===== src/rtl/tifc_pkg.sv =====
package tifc_pkg;
    localparam int NSRC   = 5;
    localparam int NCMP   = 3;
    localparam int REG_W  = 8;
    localparam int SRC_OVF  = 0;
    localparam int SRC_CMPA = 1;
    localparam int SRC_CAP  = 4;
    localparam logic [REG_W-1:0] REG_MASK = 8'h2F;

    // register bit used by each interrupt source
    function automatic int src_bit(input int src);
        return (src == SRC_CAP) ? 5 : src;
    endfunction
endpackage


===== src/rtl/tifc_event_gen.sv =====
module tifc_event_gen
    import tifc_pkg::*;
#(
    parameter int CNT_W = 16
) (
    input  logic                       clk,
    input  logic                       rst_n,
    input  logic                       tick_i,
    input  logic [CNT_W-1:0]           count_i,
    input  logic [NCMP-1:0][CNT_W-1:0] cmp_i,
    input  logic [CNT_W-1:0]           cap_top_i,
    input  logic                       top_is_cap_i,
    input  logic                       ovf_i,
    input  logic                       cap_i,
    output logic [NSRC-1:0]            set_o
);
    typedef struct packed {
        logic [NCMP-1:0] pend;
    } state_t;

    state_t st_d, st_q;

    always_comb begin
        st_d  = st_q;
        set_o = '0;
        if (tick_i) begin
            for (int c = 0; c < NCMP; c++) begin
                set_o[SRC_CMPA+c] = st_q.pend[c];
                st_d.pend[c]      = (count_i == cmp_i[c]);
            end
            set_o[SRC_OVF] = ovf_i;
        end
        set_o[SRC_CAP] = cap_i | (tick_i & top_is_cap_i & (count_i == cap_top_i));
    end

    always_ff @(posedge clk) begin
        if (!rst_n) st_q <= '0;
        else        st_q <= st_d;
    end

    AST_OVF_NEEDS_TICK: assert property (@(posedge clk) disable iff (!rst_n)
        set_o[SRC_OVF] |-> tick_i && ovf_i);
endmodule


===== src/rtl/tifc_flag_bank.sv =====
module tifc_flag_bank
    import tifc_pkg::*;
(
    input  logic            clk,
    input  logic            rst_n,
    input  logic [NSRC-1:0] set_i,
    input  logic [NSRC-1:0] clr_i,
    input  logic [NSRC-1:0] ack_i,
    input  logic            en_wr_i,
    input  logic [NSRC-1:0] en_wdata_i,
    output logic [NSRC-1:0] flags_o,
    output logic [NSRC-1:0] en_o
);
    typedef struct packed {
        logic [NSRC-1:0] flags;
        logic [NSRC-1:0] en;
    } state_t;

    state_t st_d, st_q;

    always_comb begin
        st_d       = st_q;
        st_d.flags = (st_q.flags & ~(clr_i | ack_i)) | set_i;
        if (en_wr_i) st_d.en = en_wdata_i;
    end

    always_ff @(posedge clk) begin
        if (!rst_n) st_q <= '0;
        else        st_q <= st_d;
    end

    assign flags_o = st_q.flags;
    assign en_o    = st_q.en;

    AST_ACK_ONEHOT: assert property (@(posedge clk) disable iff (!rst_n)
        $onehot0(ack_i));

    for (genvar i = 0; i < NSRC; i++) begin : g_chk
        AST_SET_WINS: assert property (@(posedge clk) disable iff (!rst_n)
            set_i[i] |=> flags_o[i]);
        AST_WR1_CLEAR: assert property (@(posedge clk) disable iff (!rst_n)
            clr_i[i] && !set_i[i] |=> !flags_o[i]);
        AST_ACK_CLEAR: assert property (@(posedge clk) disable iff (!rst_n)
            ack_i[i] && !set_i[i] |=> !flags_o[i]);
        AST_FLAG_HOLD: assert property (@(posedge clk) disable iff (!rst_n)
            flags_o[i] && !clr_i[i] && !ack_i[i] |=> flags_o[i]);
    end
endmodule


===== src/rtl/tifc_irq_gate.sv =====
module tifc_irq_gate
    import tifc_pkg::*;
(
    input  logic [NSRC-1:0] flags_i,
    input  logic [NSRC-1:0] en_i,
    input  logic            gie_i,
    output logic [NSRC-1:0] irq_o
);
    always_comb begin
        irq_o = flags_i & en_i & {NSRC{gie_i}};
    end
endmodule


===== src/rtl/tifc_top.sv =====
module tifc_top
    import tifc_pkg::*;
#(
    parameter int CNT_W = 16
) (
    input  logic             clk,
    input  logic             rst_n,
    input  logic             tick,
    input  logic [CNT_W-1:0] count,
    input  logic [CNT_W-1:0] cmp_a,
    input  logic [CNT_W-1:0] cmp_b,
    input  logic [CNT_W-1:0] cmp_c,
    input  logic [CNT_W-1:0] cap_top,
    input  logic             top_is_cap,
    input  logic             ovf_evt,
    input  logic             cap_evt,
    input  logic [NCMP-1:0]  force_cmp,
    input  logic             gie,
    input  logic [NSRC-1:0]  ack,
    input  logic             bus_addr,
    input  logic             bus_wr,
    input  logic [REG_W-1:0] bus_wdata,
    output logic [REG_W-1:0] bus_rdata,
    output logic [NSRC-1:0]  irq
);
    logic [NCMP-1:0][CNT_W-1:0] cmp_vec;
    logic [NSRC-1:0] set_evt, clr_wr, en_wdata, flags, en;
    logic            en_wr;

    assign cmp_vec = {cmp_c, cmp_b, cmp_a};
    assign en_wr   = bus_wr & bus_addr;

    for (genvar i = 0; i < NSRC; i++) begin : g_map
        assign clr_wr[i]   = bus_wr & ~bus_addr & bus_wdata[src_bit(i)];
        assign en_wdata[i] = bus_wdata[src_bit(i)];
    end

    always_comb begin
        bus_rdata = '0;
        for (int i = 0; i < NSRC; i++)
            bus_rdata[src_bit(i)] = bus_addr ? en[i] : flags[i];
    end

    tifc_event_gen #(.CNT_W(CNT_W)) u_evt (
        .clk(clk), .rst_n(rst_n), .tick_i(tick), .count_i(count),
        .cmp_i(cmp_vec), .cap_top_i(cap_top), .top_is_cap_i(top_is_cap),
        .ovf_i(ovf_evt), .cap_i(cap_evt), .set_o(set_evt)
    );

    tifc_flag_bank u_bank (
        .clk(clk), .rst_n(rst_n), .set_i(set_evt), .clr_i(clr_wr),
        .ack_i(ack), .en_wr_i(en_wr), .en_wdata_i(en_wdata),
        .flags_o(flags), .en_o(en)
    );

    tifc_irq_gate u_gate (
        .flags_i(flags), .en_i(en), .gie_i(gie), .irq_o(irq)
    );

    AST_IRQ_NEEDS_GIE: assert property (@(posedge clk) disable iff (!rst_n)
        !gie |-> irq == '0);
    AST_RSVD_ZERO: assert property (@(posedge clk) disable iff (!rst_n)
        (bus_rdata & ~REG_MASK) == '0);

    for (genvar c = 0; c < NCMP; c++) begin : g_force_chk
        AST_FORCE_NO_SET: assert property (@(posedge clk) disable iff (!rst_n)
            force_cmp[c] && !tick && !flags[SRC_CMPA+c] |=> !flags[SRC_CMPA+c]);
    end
endmodule


===== config.mk =====
export PLATFORM = sky130hd
export DESIGN_NAME = tifc_top
export DESIGN_NICKNAME = d
export VERILOG_FILES = /design/src/rtl/tifc_pkg.sv /design/src/rtl/tifc_event_gen.sv /design/src/rtl/tifc_flag_bank.sv /design/src/rtl/tifc_irq_gate.sv /design/src/rtl/tifc_top.sv
export SDC_FILE = /design/constraint.sdc
export NUM_CORES = 1
export LEC_CHECK = 0
export BUFFER_PORTS_ARGS = -buffer_cell sky130_fd_sc_hd__buf_2
export CORE_AREA = 2 2 79 81
export DETAILED_ROUTE_END_ITERATION = 6
export DIE_AREA = 0 0 81 83
export PLACE_DENSITY = 0.63
export SLEW_MARGIN = 20
export SYNTH_ARGS = -nofsm -noshare
export SYNTH_HDL_FRONTEND = slang
export SYNTH_HIERARCHICAL = 1
export SYNTH_SLANG_ARGS = --single-unit

===== constraint.sdc =====
create_clock -name clk -period 1.3 [get_ports clk]
set_clock_uncertainty 0.05 [all_clocks]
set_input_delay 0 -clock clk [delete_from_list [all_inputs] [get_ports clk]]
set_output_delay 0 -clock clk [all_outputs]
set_load 0.02 [all_outputs]

**After elaboration in Yosys (flattened, before gate mapping)**

Index checks and enable logic that the tools add are counted.

- Register bits: 13

- Multiplexer cells: 6
- Bitwise logic cells: 17
- Equal/unequal tests: 4

Operator list:

| operator | number |
|---|---|
| $eq 16x16->1 | 4 |
| $and 5x5->5 | 3 |
| $or 5x5->5 | 2 |
| $and 1x1->1 | 9 |
| $mux 1 | 5 |
| $not 5->5 | 1 |
| $mux 4 | 1 |
| $not 1->1 | 1 |
| $or 1x1->1 | 1 |

**Longest topological paths before layout**

- Depth after elaboration: 7
- Depth in mapped cells: 6

**Hierarchy**

Netlist, hierarchy kept.

By module, submodules not included:

| module | area each (um2) | seq. area each (um2) | instances | cells each |
|---|---|---|---|---|
| tifc_event_gen | 823.3 | 60.1 | 1 | 102 |
| tifc_flag_bank | 400.4 | 200.2 | 1 | 37 |
| tifc_top | 166.4 | 0.0 | 1 | 16 |
| tifc_irq_gate | 31.3 | 0.0 | 1 | 5 |

**Least setup slack after synthesis**

Ideal clock, no wire load.

- Path type: input -> register
- From: input port count[9]
- To: register u_bank.st_q, in the netlist u_bank/flags_o[4]
- Stages on the path: 6
- Arrival time: 0.765 ns
- Required time: 1.166 ns
- Library setup time: 0.084 ns
- Path slack: 0.401 ns
- Cell sequence: xnor2_1 -> nand4_1 -> nor4_1 -> a41o_1 -> nand2_1 -> o31ai_2

- Cells in the longest elaborated chain, start to end: 4

Ends and longest elaborated chain:

| item | RTL line | source |
|---|---|---|
| start, declared | tifc_top.sv:9 | `input logic [CNT_W-1:0] count,` |
| $eq 16x16->1 | tifc_event_gen.sv:33 | `set_o[SRC_CAP] = cap_i \| (tick_i & top_is_cap_i & (count_i == cap_top_i));` |
| $and 1x1->1 | tifc_event_gen.sv:33 |  |
| $or 1x1->1 | tifc_event_gen.sv:33 |  |
| via set_evt[4] | tifc_top.sv:27 | `logic [NSRC-1:0] set_evt, clr_wr, en_wdata, flags, en;` |
| $or 5x5->5 | tifc_flag_bank.sv:23 | `st_d.flags = (st_q.flags & ~(clr_i \| ack_i)) \| set_i;` |
| end signal, assigned | tifc_flag_bank.sv:29 | `else st_q <= st_d;` |
| end, declared | tifc_flag_bank.sv:19 | `state_t st_d, st_q;` |

The timed path passes the listed nets, and every way through them passes these cells.
A chain may end at the register's enable or synchronous reset.

**Worst setup path in the final report**

- From: input port count[4]
- To: register u_bank.st_q, in the netlist u_bank/flags_o[4]

The elaborated chain is that of the path after synthesis.

==> summary.md <==
| Metric | Value |
|---|---|
| Data arrival time of the worst path | 1.18 ns |
| Initial Util | around a quarter |
| R2r endpoint | u_bank/flags_o[2]$_SDFF_PN0_ |
| Sink Count | 13 |
| Endpoint, Worst Hold | u_bank/en_o[3]$_SDFFE_PN0P_ |
| Worst vdd ir | approximately 260 uV |
| Worst-case reg-to-reg path depth | 3 |
| Setup TNS | 0 ns |
| Critical path type | in2reg |
| Final antenna-violating net count | 0 |
| Dpl cells | around 340 |
| RSZ-0062 raised after global routing | false |
| Die width | just over 80 um |
| Crit path max fanout | 4 |
| Clock transition at path regs | 0.06 ns |
| YS warnings | 6 |
| Setup WS pre-CTS | -0.122 ns |
| Reg-to-Reg Start | u_evt/st_q[1]$_SDFFE_PN0P_ |
| CP max stage delay | about 0.30 ns |
| I/O Buffers | 108 |
| Max Root-Sink Buffers | 2 |
| Worst-Skew Late Latency | roughly 0.24 ns |
| DRC violations left | 0 |
| Pwr Density | 595 nW/um2 |
| Ports | around 120 |
| Status | finished, violations left |
| Critical Path Slowest Stage Cell | nor4_1 |
| WP data required | 1.41 ns |
| Minimum clock period | roughly 1.1 ns |
| TritonCTS clock tree | yes |
| Largest net degree at the start of global routing | 20 |
| Avg Inst Size Synth | between 8 and 9 um2 |
| Commonest cells after routing, fill and taps aside | 108 x buf_2, 45 x xor2_1, 19 x xnor2_1 |
| Syn-to-layout area delta | 52.6% |
| Die height | slightly above 80 um |
| Cells resized by post-CTS repair | 0 |
| Hold Crit Depth | 3 |
| Final HPWL DP | 3980 um |
| Via-per-instance ratio | 4.21 |
| Share of layout cells above drive strength 1 | ~47% |
| Synth cell types | 22 |
| Nets | roughly 390 |
| Final hold viol count | 1 |
| CP Cell Sequence | buf_2, xnor2_1, nand4_1, nor4_1, a41o_1, nand2_1, o31ai_2 |
| Slew Limit Fails | 0 |
| HP Start | bus_wdata[3] |
| DRT Pass-1 Iters | 4 |
| Via count | roughly 1500 |
| F_max | a little over 900 MHz |
| Die ar. | 6720 um2 |
| Vias in the first global route | roughly 1600 |
| Final setup fails | 0 |
| Row count | 28 |
| Num CTS Buffers | 3 |
| DR WL/cell | ~13 um |
| Core area | slightly below 6000 um2 |
| Clock root cell | clkbuf_8 |
| P_leak | ~1.1 nW |
| First-pass GRT wire length | around 7400 um |
| GRT Residual Overflow | 0 |
| Iter 0 DRT Violations | 27 |
| H-Tree Depth | 1 |
| GPL Wtd Cong | between 0.7 and 0.8 |
| Max Cap Viol | 0 |
| Total routed wirelength | roughly 4600 um |
| Crit path from | count[4] |
| Final worst slack | between 0.2 and 0.25 ns |
| Gr usage total | 13.9% |
| Synth Cell Area | between 1000 and 1500 um2 |
| Non-filler instance count after layout | approximately 360 |
| Worst Setup Start Kind | primary input |
| R2R setup slack | roughly 0.54 ns |
| Register bit total from synthesis | 13 |
| Crit path capture type | flop |
| Post-Synthesis Cells | 160 |
| Antenna violations before repair | 0 |
| Most common cell after layout, fill and taps aside | buf_2 |
| Failing checks | hold timing |
| WHS | -0.00324 ns |
| Tcrit/Tclk final | 82.4% |
| Post-synthesis sequential area ratio | about 18% |
| Worst hold path type | in2reg |
-- Yosys cell counts --
cell     count  area (um2)
buf_6        2        22.5
nor2b_1      6        37.5
conb_1       1        3.75
nand3_1      4        20.0
nand4_1      6        37.5
buf_4        4        30.0
and3_1       5        31.3
mux2_2       1        11.3
and3b_2      5        50.1
and2_1       4        25.0
mux2_4       4        60.1
o21ai_0      3        15.0
nor4_1      10        62.6
xor2_1      45         394
nor3_1       3        15.0
nand2_1     13        48.8
o31ai_2      5        62.6
dfxtp_1     13         260
mux2i_1      5        50.1
a41o_1       1        10.0
and2_2       1        7.51
xnor2_1     19         166
-- registers in the layout (all words and copies together), names as in the netlist --
signal / flops
u_bank/en_o: 5
u_bank/flags_o: 5
u_evt/st_q: 3
-- where the power goes --
group / internal, W / leakage (nW) / switching (W)
Sequential: 0.000410 / 0.106 / 0.00000829
Clock: 0.000216 / 0.0228 / 0.000143
Combinational: 0.000273 / 0.931 / 0.000239
Total: 0.000900 / 1.06 / 0.000391
-- stage by stage --
stage | total power, W | area [um2] | hold WS [ns] | utilization (%)
2_1_floorplan | 0.000670 | 1430 | 0.0459 | -
3_3_place_gp | 0.000921 | 2040 | 0.149 | 35.1
3_5_place_dp | 0.000927 | 2040 | 0.151 | 35.1
4_1_cts | 0.00131 | 2170 | 0.00176 | 37.2
5_1_grt | 0.00138 | 2170 | 0.0347 | 37.2
6_report | 0.00129 | 2170 | -0.00324 | 37.3
-- worst max-delay path, delay by kind of cell --
family	cells	cell delay [ns]
AO/OA/AOI/OAI	2	0.30
buffers and inverters	1	0.14
XOR/XNOR	1	0.22
AND/OR/NAND/NOR	3	0.54
-- per-layer routing --
layer | up-vias | GRT usage (%) | wire, um | share of wire [%]
met2 | 70 | 25.5 | 2280 | 50
met5 | - | 0 | 0 | 0
li1 | 787 | - | - | -
met3 | 2 | 1.96 | 365 | 8.0
met1 | 639 | 16.7 | 1920 | 42
met4 | 0 | 2.77 | 13 | 0.28
-- how the worst max path moves through the flow --
stage                                   end  slack, ns  cells after the start
6_report       u_bank/flags_o[4]$_SDFF_PN0_       0.23                      7
3_3_place_gp   u_bank/flags_o[4]$_SDFF_PN0_      -0.13                      7
2_1_floorplan  u_bank/flags_o[4]$_SDFF_PN0_       0.40                      6
3_5_place_dp   u_bank/flags_o[4]$_SDFF_PN0_      -0.12                      7
4_1_cts        u_bank/flags_o[4]$_SDFF_PN0_       0.10                      7
5_1_grt        u_bank/flags_o[4]$_SDFF_PN0_       0.06                      7
-- what timing repair did --
action	in CTS	in global routing
endpoints found under the hold margin	8	0
setup endpoints to repair	0	0
buffers inserted	0	0
hold buffers	8	0
-- cell type report --
cell class                      instances  area [um2]
Tap cell                               75        93.8
Antenna cell                            1        2.50
Sequential cell                        13         260
Fill cell                             630        3650
Timing Repair Buffer                  120         651
Multi-Input combinational cell        143        1120
Clock buffer                            4        45.0
-- cells by family after synthesis --
kind of cell	share of synthesized area (%)
AOI/OAI and AO/OA	6.16
xor gates and xnor gates	39.4
buffers and inverters	3.70
DFF	18.3
muxes	8.54
other	0.264
and+or+nand+nor	23.6
No activity file was read; power rests on OpenSTA's default activity.
